File: src/rtl/owx_pkg.sv
// Shared types and helpers for the operand width / extension unit.
// Assumes register widths of 16, 32 or 64 bits.
package owx_pkg;

    typedef enum logic [1:0] {
        OWX_LOAD = 2'b00,
        OWX_ADD  = 2'b01,
        OWX_CMP  = 2'b10,
        OWX_NONE = 2'b11
    } owx_op_e;

    typedef enum logic [1:0] {
        OWX_KEEP = 2'b00,
        OWX_SIGN = 2'b01,
        OWX_ZERO = 2'b10,
        OWX_ONES = 2'b11
    } owx_fill_e;

    // Number of adder lanes: four slice widths plus one full-width lane
    localparam int OWX_LANES = 5;

    // Width of adder lane k for a register of regw bits
    function automatic int lane_w(input int k, input int regw);
        int w;
        w = (k < 4) ? (8 << k) : regw;
        return (w > regw) ? regw : w;
    endfunction

endpackage

File: src/rtl/owx_extend.sv
// Slice and fill stage: masks the operand to the selected slice width
// (clipped to REG_W) and produces the filled full-width value.
// Assumes REG_W >= 16.
module owx_extend
    import owx_pkg::*;
#(
    parameter int REG_W = 32
) (
    input  logic [1:0]       width_sel,
    input  owx_fill_e        fill,
    input  logic [REG_W-1:0] operand,
    output logic [REG_W-1:0] wmask,
    output logic [REG_W-1:0] slice_val,
    output logic [REG_W-1:0] ext_val,
    output logic             slice_msb
);

    localparam int IDXW = $clog2(REG_W);

    int                width;
    logic [IDXW-1:0]   top_idx;

    // Decode the slice width and build the bit mask for it
    always_comb begin
        width = lane_w(int'(width_sel), REG_W);
        for (int i = 0; i < REG_W; i++) begin
            wmask[i] = (i < width);
        end
        top_idx = IDXW'(width - 1);
    end

    // Cut the slice and apply the chosen fill above it
    always_comb begin
        slice_val = operand & wmask;
        slice_msb = operand[top_idx];
        case (fill)
            OWX_SIGN: ext_val = slice_val | (slice_msb ? ~wmask : '0);
            OWX_ONES: ext_val = slice_val | ~wmask;
            default:  ext_val = slice_val;
        endcase
    end

endmodule

File: src/rtl/owx_lane.sv
// One adder lane of width W: a + b + cin with carry, signed overflow and
// sign. The result is zero-padded to REG_W. Assumes W <= REG_W.
module owx_lane #(
    parameter int W     = 8,
    parameter int REG_W = 32
) (
    input  logic [W-1:0]     a,
    input  logic [W-1:0]     b,
    input  logic             cin,
    output logic [REG_W-1:0] res,
    output logic             cout,
    output logic             ovf,
    output logic             neg
);

    logic [W:0] sum;

    // Add at lane width and derive the lane status bits
    always_comb begin
        sum  = {1'b0, a} + {1'b0, b} + {{W{1'b0}}, cin};
        res  = '0;
        res[W-1:0] = sum[W-1:0];
        cout = sum[W];
        neg  = sum[W-1];
        ovf  = (a[W-1] == b[W-1]) && (sum[W-1] != a[W-1]);
    end

endmodule

File: src/rtl/owx_unit.sv
// Operand width and load extension unit. It fits an operand read at a
// selectable width into a REG_W register, runs a load, add-with-carry or
// compare, and produces N/Z/C/V with a per-flag write mask. The core is
// combinational; REG_OUT=1 adds one output register stage.
// Assumes REG_W is 16, 32 or 64 and the inputs are steady at each rising edge.
module owx_unit
    import owx_pkg::*;
#(
    parameter int REG_W   = 32,
    parameter bit REG_OUT = 1'b1
) (
    input  logic             clk,
    input  logic             rst_n,
    input  logic [1:0]       op_sel,
    input  logic [1:0]       width_sel,
    input  logic [1:0]       fill_sel,
    input  logic [REG_W-1:0] operand,
    input  logic [REG_W-1:0] reg_old,
    input  logic             carry_in,
    input  logic             no_flags,
    output logic [REG_W-1:0] reg_new,
    output logic             flag_n,
    output logic             flag_z,
    output logic             flag_c,
    output logic             flag_v,
    output logic [3:0]       flag_we
);

    owx_op_e          op;
    owx_fill_e        fill;
    logic [REG_W-1:0] wmask, slice_val, ext_val, b_val;
    logic             slice_msb, cin_eff;

    assign op   = owx_op_e'(op_sel);
    assign fill = owx_fill_e'(fill_sel);

    owx_extend #(.REG_W(REG_W)) u_ext (
        .width_sel (width_sel),
        .fill      (fill),
        .operand   (operand),
        .wmask     (wmask),
        .slice_val (slice_val),
        .ext_val   (ext_val),
        .slice_msb (slice_msb)
    );

    // Compare is add of the inverted operand with a forced carry of one
    always_comb begin
        b_val   = (op == OWX_CMP) ? ~ext_val : ext_val;
        cin_eff = (op == OWX_CMP) ? 1'b1 : carry_in;
    end

    logic [REG_W-1:0] lane_res [OWX_LANES];
    logic [OWX_LANES-1:0] lane_c, lane_v, lane_n;

    for (genvar k = 0; k < OWX_LANES; k++) begin : g_lane
        localparam int LW = lane_w(k, REG_W);
        owx_lane #(.W(LW), .REG_W(REG_W)) u_lane (
            .a    (reg_old[LW-1:0]),
            .b    (b_val[LW-1:0]),
            .cin  (cin_eff),
            .res  (lane_res[k]),
            .cout (lane_c[k]),
            .ovf  (lane_v[k]),
            .neg  (lane_n[k])
        );
    end

    logic [2:0]       sel;
    logic [REG_W-1:0] ar_res;
    logic             ar_c, ar_v, ar_n;

    // Pick the slice lane for keep mode, else the full-width lane
    always_comb begin
        sel    = (fill == OWX_KEEP) ? {1'b0, width_sel} : 3'd4;
        ar_res = lane_res[sel];
        ar_c   = lane_c[sel];
        ar_v   = lane_v[sel];
        ar_n   = lane_n[sel];
    end

    logic [REG_W-1:0] nxt_reg;
    logic             nxt_n, nxt_z, nxt_c, nxt_v;
    logic [3:0]       nxt_we;

    // Form the register result, flag values and the flag write mask
    always_comb begin
        nxt_reg = reg_old;
        nxt_n   = 1'b0;
        nxt_z   = 1'b0;
        nxt_c   = 1'b0;
        nxt_v   = 1'b0;
        nxt_we  = 4'b0000;
        case (op)
            OWX_LOAD: begin
                nxt_reg = (fill == OWX_KEEP) ? ((reg_old & ~wmask) | slice_val) : ext_val;
                nxt_n   = slice_msb;
                nxt_z   = (slice_val == '0);
                nxt_we  = 4'b1100;
            end
            OWX_ADD: begin
                nxt_reg = (fill == OWX_KEEP) ? ((reg_old & ~wmask) | ar_res) : ar_res;
                nxt_n   = ar_n;
                nxt_z   = (ar_res == '0);
                nxt_c   = ar_c;
                nxt_v   = ar_v;
                nxt_we  = 4'b1111;
            end
            OWX_CMP: begin
                nxt_n   = ar_n;
                nxt_z   = (ar_res == '0);
                nxt_c   = ar_c;
                nxt_we  = 4'b1110;
            end
            default: ;
        endcase
        if (no_flags && op != OWX_CMP) begin
            nxt_we = 4'b0000;
        end
    end

    if (REG_OUT) begin : g_reg
        // Output stage with synchronous active-low reset
        always_ff @(posedge clk) begin
            if (!rst_n) begin
                reg_new <= '0;
                flag_n  <= 1'b0;
                flag_z  <= 1'b0;
                flag_c  <= 1'b0;
                flag_v  <= 1'b0;
                flag_we <= 4'b0000;
            end else begin
                reg_new <= nxt_reg;
                flag_n  <= nxt_n;
                flag_z  <= nxt_z;
                flag_c  <= nxt_c;
                flag_v  <= nxt_v;
                flag_we <= nxt_we;
            end
        end


        latency_chk: assert property (@(posedge clk) disable iff (!rst_n)
            1'b1 |=> (reg_new == $past(nxt_reg) && flag_we == $past(nxt_we)));
    end else begin : g_comb
        // Combinational outputs
        always_comb begin
            reg_new = nxt_reg;
            flag_n  = nxt_n;
            flag_z  = nxt_z;
            flag_c  = nxt_c;
            flag_v  = nxt_v;
            flag_we = nxt_we;
        end
    end


    keep_upper_chk: assert property (@(posedge clk) disable iff (!rst_n)
        (op == OWX_LOAD && fill == OWX_KEEP) |-> (((nxt_reg ^ reg_old) & ~wmask) == '0));


    zero_fill_chk: assert property (@(posedge clk) disable iff (!rst_n)
        (op == OWX_LOAD && fill == OWX_ZERO) |-> ((nxt_reg & ~wmask) == '0));


    ones_fill_chk: assert property (@(posedge clk) disable iff (!rst_n)
        (op == OWX_LOAD && fill == OWX_ONES) |-> ((nxt_reg | wmask) == '1));


    cmp_hold_chk: assert property (@(posedge clk) disable iff (!rst_n)
        (op == OWX_CMP) |-> (nxt_reg == reg_old && !nxt_we[0] && nxt_we[1]));


    no_flags_chk: assert property (@(posedge clk) disable iff (!rst_n)
        (no_flags && op != OWX_CMP) |-> (nxt_we == 4'b0000));


    idle_op_chk: assert property (@(posedge clk) disable iff (!rst_n)
        (op == OWX_NONE) |-> (nxt_reg == reg_old && nxt_we == 4'b0000));

endmodule

File: config.mk
export PLATFORM = sky130hd
export DESIGN_NAME = owx_unit
export DESIGN_NICKNAME = d
export VERILOG_FILES = /design/src/rtl/owx_pkg.sv /design/src/rtl/owx_extend.sv /design/src/rtl/owx_lane.sv /design/src/rtl/owx_unit.sv
export SDC_FILE = /design/constraint.sdc
export NUM_CORES = 1
export LEC_CHECK = 0
export ABC_AREA = 1
export BUFFER_PORTS_ARGS = -buffer_cell sky130_fd_sc_hd__buf_4
export CORE_MARGIN = 2
export CORE_UTILIZATION = 60
export CTS_BUF_LIST = sky130_fd_sc_hd__clkbuf_4 sky130_fd_sc_hd__clkbuf_8
export DETAILED_ROUTE_END_ITERATION = 7
export GPL_ROUTABILITY_DRIVEN = 0
export PLACE_DENSITY_LB_ADDON = 0.05
export SYNTH_ARGS = -nofsm -noshare
export SYNTH_HDL_FRONTEND = slang
export SYNTH_SLANG_ARGS = --single-unit
File: constraint.sdc
create_clock -name clk -period 8.2 [get_ports clk]
set_clock_uncertainty 0.2 [all_clocks]
set_input_delay 2.05 -clock clk [delete_from_list [all_inputs] [get_ports clk]]
set_output_delay 2.05 -clock clk [all_outputs]
set_load 0.01 [all_outputs]
; ---- Yosys cells after proc, flatten, opt, wreduce, memory -nomap -nowiden
; Index checks and enable logic that the tools add are counted.
[word_totals]
register_bits = 40
inputBits = 74
word_cells = 106
[op_classes]
shifts = 1
n_eq_ne = 11
addsub = 7
magnitude_cmp = 36
muxes = 23
n_bitwise = 10
reduce_logical = 12
[op_table]
columns = operator, count
row1 = $lt A6 B32 Y1 const A, 16
row2 = $lt A5 B32 Y1 const A, 8
row3 = $mux W32, 7
row4 = $lt A4 B32 Y1 const A, 4
row5 = $or A32 B32 Y32, 4
row6 = $pmux W32 S2, 2
row7 = $bmux W32 S3, 1
row8 = $and A32 B32 Y32, 2
row9 = $logic_not A32 Y1, 2
row10 = $lt A3 B32 Y1 const A, 2
row11 = $not A32 Y32, 2
row12 = $add A32 B32 Y33, 1
row13 = $add A33 B1 Y33, 1
row14 = $gt A32 B7 Y1 const B, 1
row15 = $lt A1 B32 Y1 const A, 1
row16 = $lt A2 B32 Y1 const A, 1
row17 = $shl A4 B2 Y32 const A, 1
row18 = $add A16 B16 Y17, 1
row19 = $add A17 B1 Y17, 1
row20 = $pmux W4 S3, 1
row21 = $add A8 B8 Y9, 1
row22 = $add A9 B1 Y9, 1
row23 = $bmux W1 S3, 3
row24 = $lt A5 B6 Y1 const B, 1
row25 = 18 further kinds, 35

; ---- Logic depth before layout (Yosys ltp)
[logic_depth]
word_depth = 19
mapped_depth = 29
depth_no_buf = 28

; ---- Hierarchy
; From an unflattened synthesis, not the netlist that was laid out.
[hier_totals]
hier_cells = 2593
area_unflattened_um2 = 13820.8
[modules_own_cells]
columns = mod, area_each_um2, cells_per_inst, n_inst
row1 = owx_unit, 4843.4, 904, 1
row2 = owx_lane at g_lane[2].u_lane ..., 2207.1, 427, 2
row3 = owx_lane at g_lane[3].u_lane, 2209.6, 429, 1
row4 = owx_lane at g_lane[1].u_lane, 1076.0, 176, 1
row5 = owx_extend, 699.4, 146, 1
row6 = owx_lane at g_lane[0].u_lane, 578.1, 84, 1

; ---- Least setup slack after synthesis
; Ideal clock, no wire load.
[synth_path]
path_type = input-to-reg
startpoint = input op_sel[0]
endpoint = register flag_z
path_stages = 19
slack_ps = 3044
required_time_ps = 7930
arrival_time_ps = 4886
setup_ps = 70
path_cell_list = inv_1 > ha_1 > clkbuf_1 > buf_1 > xor2_1 > fa_1 > fa_1 > nand3_1 > nand3_1 > nand2_1 > nand2_1 > xor2_1 > nor2_1 > nand3_1 > nor2_1 > nand2_1 > nor2_1 > nand3_1 > a21oi_1
[synth_via]
elab_chain_len = 9
word_cells_on_any_way = 17
[synth_rtl]
columns = element, line
row1 = start: declaration, owx_unit.sv:14  ; input logic [1:0] op_sel,
row2 = $eq A2 B2 Y1, "owx_unit.sv:49, owx_unit.sv:50, owx_unit.sv:94"
row3 = $mux W32, owx_unit.sv:49  ; b_val = (op == OWX_CMP) ? ~ext_val : ext_val;
row4 = "$add A32 B32 Y33, or another cell as far along", owx_lane.sv:20  ; sum = {1'b0, a} + {1'b0, b} + {{W{1'b0}}, cin};
row5 = "$add A33 B1 Y33, or another cell as far along", owx_lane.sv:20
row6 = $bmux W32 S3, owx_unit.sv:76  ; ar_res = lane_res[sel];
row7 = $mux W32 (implied by the code) (2 in a row), owx_unit.sv:76
row8 = $logic_not A32 Y1, "owx_unit.sv:104, owx_unit.sv:111"
row9 = $pmux W1 S2 *, owx_unit.sv:94  ; case (op)
row10 = end signal: assignment, owx_unit.sv:135  ; flag_z <= nxt_z;
row11 = end: declaration, owx_unit.sv:23  ; output logic flag_z,
; Every way passes the cells marked *; elsewhere a longest branch is shown, timed or not. The select of a mux whose other input is x is not followed.
; A chain may end at the register's enable or synchronous reset.

; ---- Worst setup path after layout
[layout_path]
startpoint = input width_sel[1]
endpoint = register flag_z
[layout_via]
elab_chain_len = 18
word_cells_on_any_way = 60
[layout_rtl]
columns = element, line
row1 = start: declaration, owx_unit.sv:15  ; input logic [1:0] width_sel,
row2 = $shl A4 B2 Y32, owx_pkg.sv:25  ; w = (k < 4) ? (8 << k) : regw;
row3 = $gt A32 B7 Y1, owx_pkg.sv:26  ; return (w > regw) ? regw : w;
row4 = $mux W32, owx_pkg.sv:26
row5 = $sub A5 B2 Y5, owx_extend.sv:29  ; top_idx = IDXW'(width - 1);
row6 = $bmux W1 S5, owx_extend.sv:35  ; slice_msb = operand[top_idx];
row7 = $mux W1 (implied by the code), owx_extend.sv:35
row8 = $mux W32, owx_extend.sv:37  ; OWX_SIGN: ext_val = slice_val | (slice_msb ? ~wmask : '0);
row9 = $or A32 B32 Y32, owx_extend.sv:37
row10 = $pmux W32 S2, owx_extend.sv:36  ; case (fill)
row11 = $not A32 Y32, owx_unit.sv:49
row12 = $mux W32, owx_unit.sv:49
row13 = "$add A32 B32 Y33, or another cell as far along", owx_lane.sv:20
row14 = "$add A33 B1 Y33, or another cell as far along", owx_lane.sv:20
row15 = $bmux W32 S3, owx_unit.sv:76
row16 = $mux W32 (implied by the code) (2 in a row), owx_unit.sv:76
row17 = $logic_not A32 Y1, "owx_unit.sv:104, owx_unit.sv:111"
row18 = $pmux W1 S2 *, owx_unit.sv:94
; Marks and branches as above.

==> results.yml <==
clocking:
  cts_hold_buf: 0
  clk_path_buf_depth: 2
  cts_tree: "yes"
  clock-root-buffer: "clkbuf_8"
  cts_resized: 0
  post-cts-setup-buffers: 0
  clkSlewWorstSetupHoldPaths_ps: 90
  htree_levels: 2
  cts_buffers: 5
  numClockSinks: 39
synthesis:
  ys_ff_latch: 39
  synth_top_cell_by_area: "nand2_1"
  avgSynthCellArea_um2: 5.42
  yosysMostFrequentCell: "nand2_1"
  syn_area_um2: 5450
  yosys-top-cells-count: "nand2_1 (373), inv_1 (154), nor2_1 (84)"
  synth_area_leaders: "nand2_1 (26%), dfxtp_1 (14%), inv_1 (11%)"
  yosys_warnings: 0
  ys.flop_type: "dfxtp_1"
  synth.distinct_cells: 33
  synth_top_area_share_pct: 25.7
  synth_edf_count: 0
  syn_nets: 1119
  synthCells: 1007
  async_reset_ff_share_pct: 0
  seq_area_frac_synth_pct: 14.3
die:
  io_pins: 114
  rows: 34
  die_w_um: 99.3
  dieHeight_um: 99.3
  start_util_pct: 62.2
  coreArea_um2: 8760
  dieArea_um2: 9870
cells_and_area:
  final_cells: 1208
  antenna_cells: 0
  drive_gt1_share_pct: 13.3
  syn2layout_area_growth_pct: 18.4
  nNetsFinal: 1211
routing:
  detail-route-antenna-nets: 0
  finalWirelength_mm: 18.8
  drt_iter0_drc: 752
  drcViolationCount: 0
  vias: 6900
  detail_route.wl_per_cell_um: 15.5
  drt-vias-per-instance: 5.71
  drt_first_pass_iters: 6
setup_path:
  path_class: "in2reg"
  worstSetupStartpointType: "input port"
  crit_required_ps: 8240
  crit_fanout: 36
  end_kind: "flop"
  arrival_ps: 6070
place:
  dp_cells: 1200
  hpwl_mm: 15.0
  port_buffers: 113
sta:
  finalSetupTns_ps: 0
  finalCritPeriodShare_pct: 73.6
  maxSlewViolCount: 0
  tightest_slew_ps: 1120
  relSlewSlack_pct: 25.0
  fin_crit_ps: 6030
  fmax_mhz: 166
  hold_viol_final: 0
  setup_violations: 0
  rsz0062_at_grt: "false"
power:
  finalPower_w: 0.000949
  p_leak_nw: 3.65
  cellPowerDensity_nw_per_um2: 147
  vdd_drop_max_mv: 0.0800
grt:
  grt_pass1_wl_mm: 30.0
  grt_usage_pct: 37.6
  use_met1_pct: 55.2
  busiest_layer: "met1"
  grt_start_max_net_pins: 37
  met3_usage_pct: 8.08
  use_met2_pct: 55.0
  antenna_found_initial: 0
  gr-total-overflow: 0
  grt_pass1_vias: 6138
hold_path:
  min_path_type: "in2reg"
run_status:
  status: "complete, no violations"
job:
  drv_cap: 0
## power by group
part / total (W) / internal [W] / switching [W]
logic: 0.000567 / 0.000199 / 0.000367
clock network: 0.000170 / 0.0000985 / 0.0000719
registers: 0.000211 / 0.000207 / 0.00000449
total: 0.000949 / 0.000505 / 0.000444
## per-layer routing
layer / vias up / routed length (µm) / part of all wire [%]
li1: 3379 / - / -
met1: 2973 / 7820 / 42
met2: 493 / 7560 / 40
met3: 55 / 2780 / 15
met4: 0 / 594 / 3.2
met5: - / 0 / 0
## state kept, by name (all words and copies together), names as in the netlist
| name | flops |
|---|---|
| flag_c | 1 |
| flag_n | 1 |
| flag_z | 1 |
| flag_v | 1 |
| reg_new | 32 |
| flag_we | 3 |
## metrics by stage
| step | cell area (µm²) | hold slack (ps) | utilization [%] | setup WS, ps |
|---|---|---|---|---|
| global route | 6460 | 1760 | 73.7 | 1850 |
| floorplan | 5450 | 1940 | - | 3040 |
| global placement | 6340 | 2060 | 72.4 | 2210 |
| finish | 6460 | 1760 | 73.7 | 2170 |
| CTS | 6460 | 1750 | 73.7 | 2300 |
| detailed placement | 6340 | 2060 | 72.4 | 2010 |
## cell usage in the layout (no fill, tap or decap), types with 6 or more instances in the layout
master      n
nand2_1   373
inv_1     154
buf_4     117
nor2_1     83
nand3_1    78
dfxtp_1    39
xor2_1     37
a21oi_1    36
ha_1       36
o21ai_0    31
a31oi_1    28
o211ai_1   22
nand4_1    11
nand3b_1    7
inv_2       6
or2_2       6
clkbuf_8    6
## worst paths after layout
check / slack (ps) / endpoint / startpoint / depth (start not counted)
worst min-delay path: 1760 / flag_we[1] / no_flags / 2
worst max-delay path: 2170 / flag_z / width_sel[1] / 26
## layout make-up
type / instances / area (µm²)
Timing Repair Buffer: 117 / 878
Inverter: 160 / 601
Tap cell: 108 / 135
Fill cell: 814 / 2300
Clock buffer: 6 / 82.6
Clock inverter: 2 / 35.0
Multi-Input combinational cell: 776 / 3950
Sequential cell: 39 / 781
## critical path: stages
cell	delay, ps
buf_4	230
nor2_2	430
inv_2	150
nand2_2	110
inv_1	50
a21oi_1	160
nand2_1	90
nand3_2	270
nor2_4	110
nor2_1	230
xor2_1	200
ha_1	310
nand2_1	130
inv_1	50
nand2_1	50
nand2_1	60
inv_1	50
nand3_1	200
or2_2	340
nand3_1	120
nand2_1	70
nor2_1	140
nand2_1	80
nor2_1	110
nand3_1	90
a21oi_1	130
## kinds of logic after synthesis
family | after synthesis | share of synthesized area, %
AOI/OAI and AO/OA | 125 | 13.6
DFF | 39 | 14.3
adders and majority gates | 38 | 8.99
buffers and inverters | 192 | 13.4
and+or+nand+nor | 573 | 43.3
xor gates and xnor gates | 40 | 6.42
(Power assumes the default switching activity.)
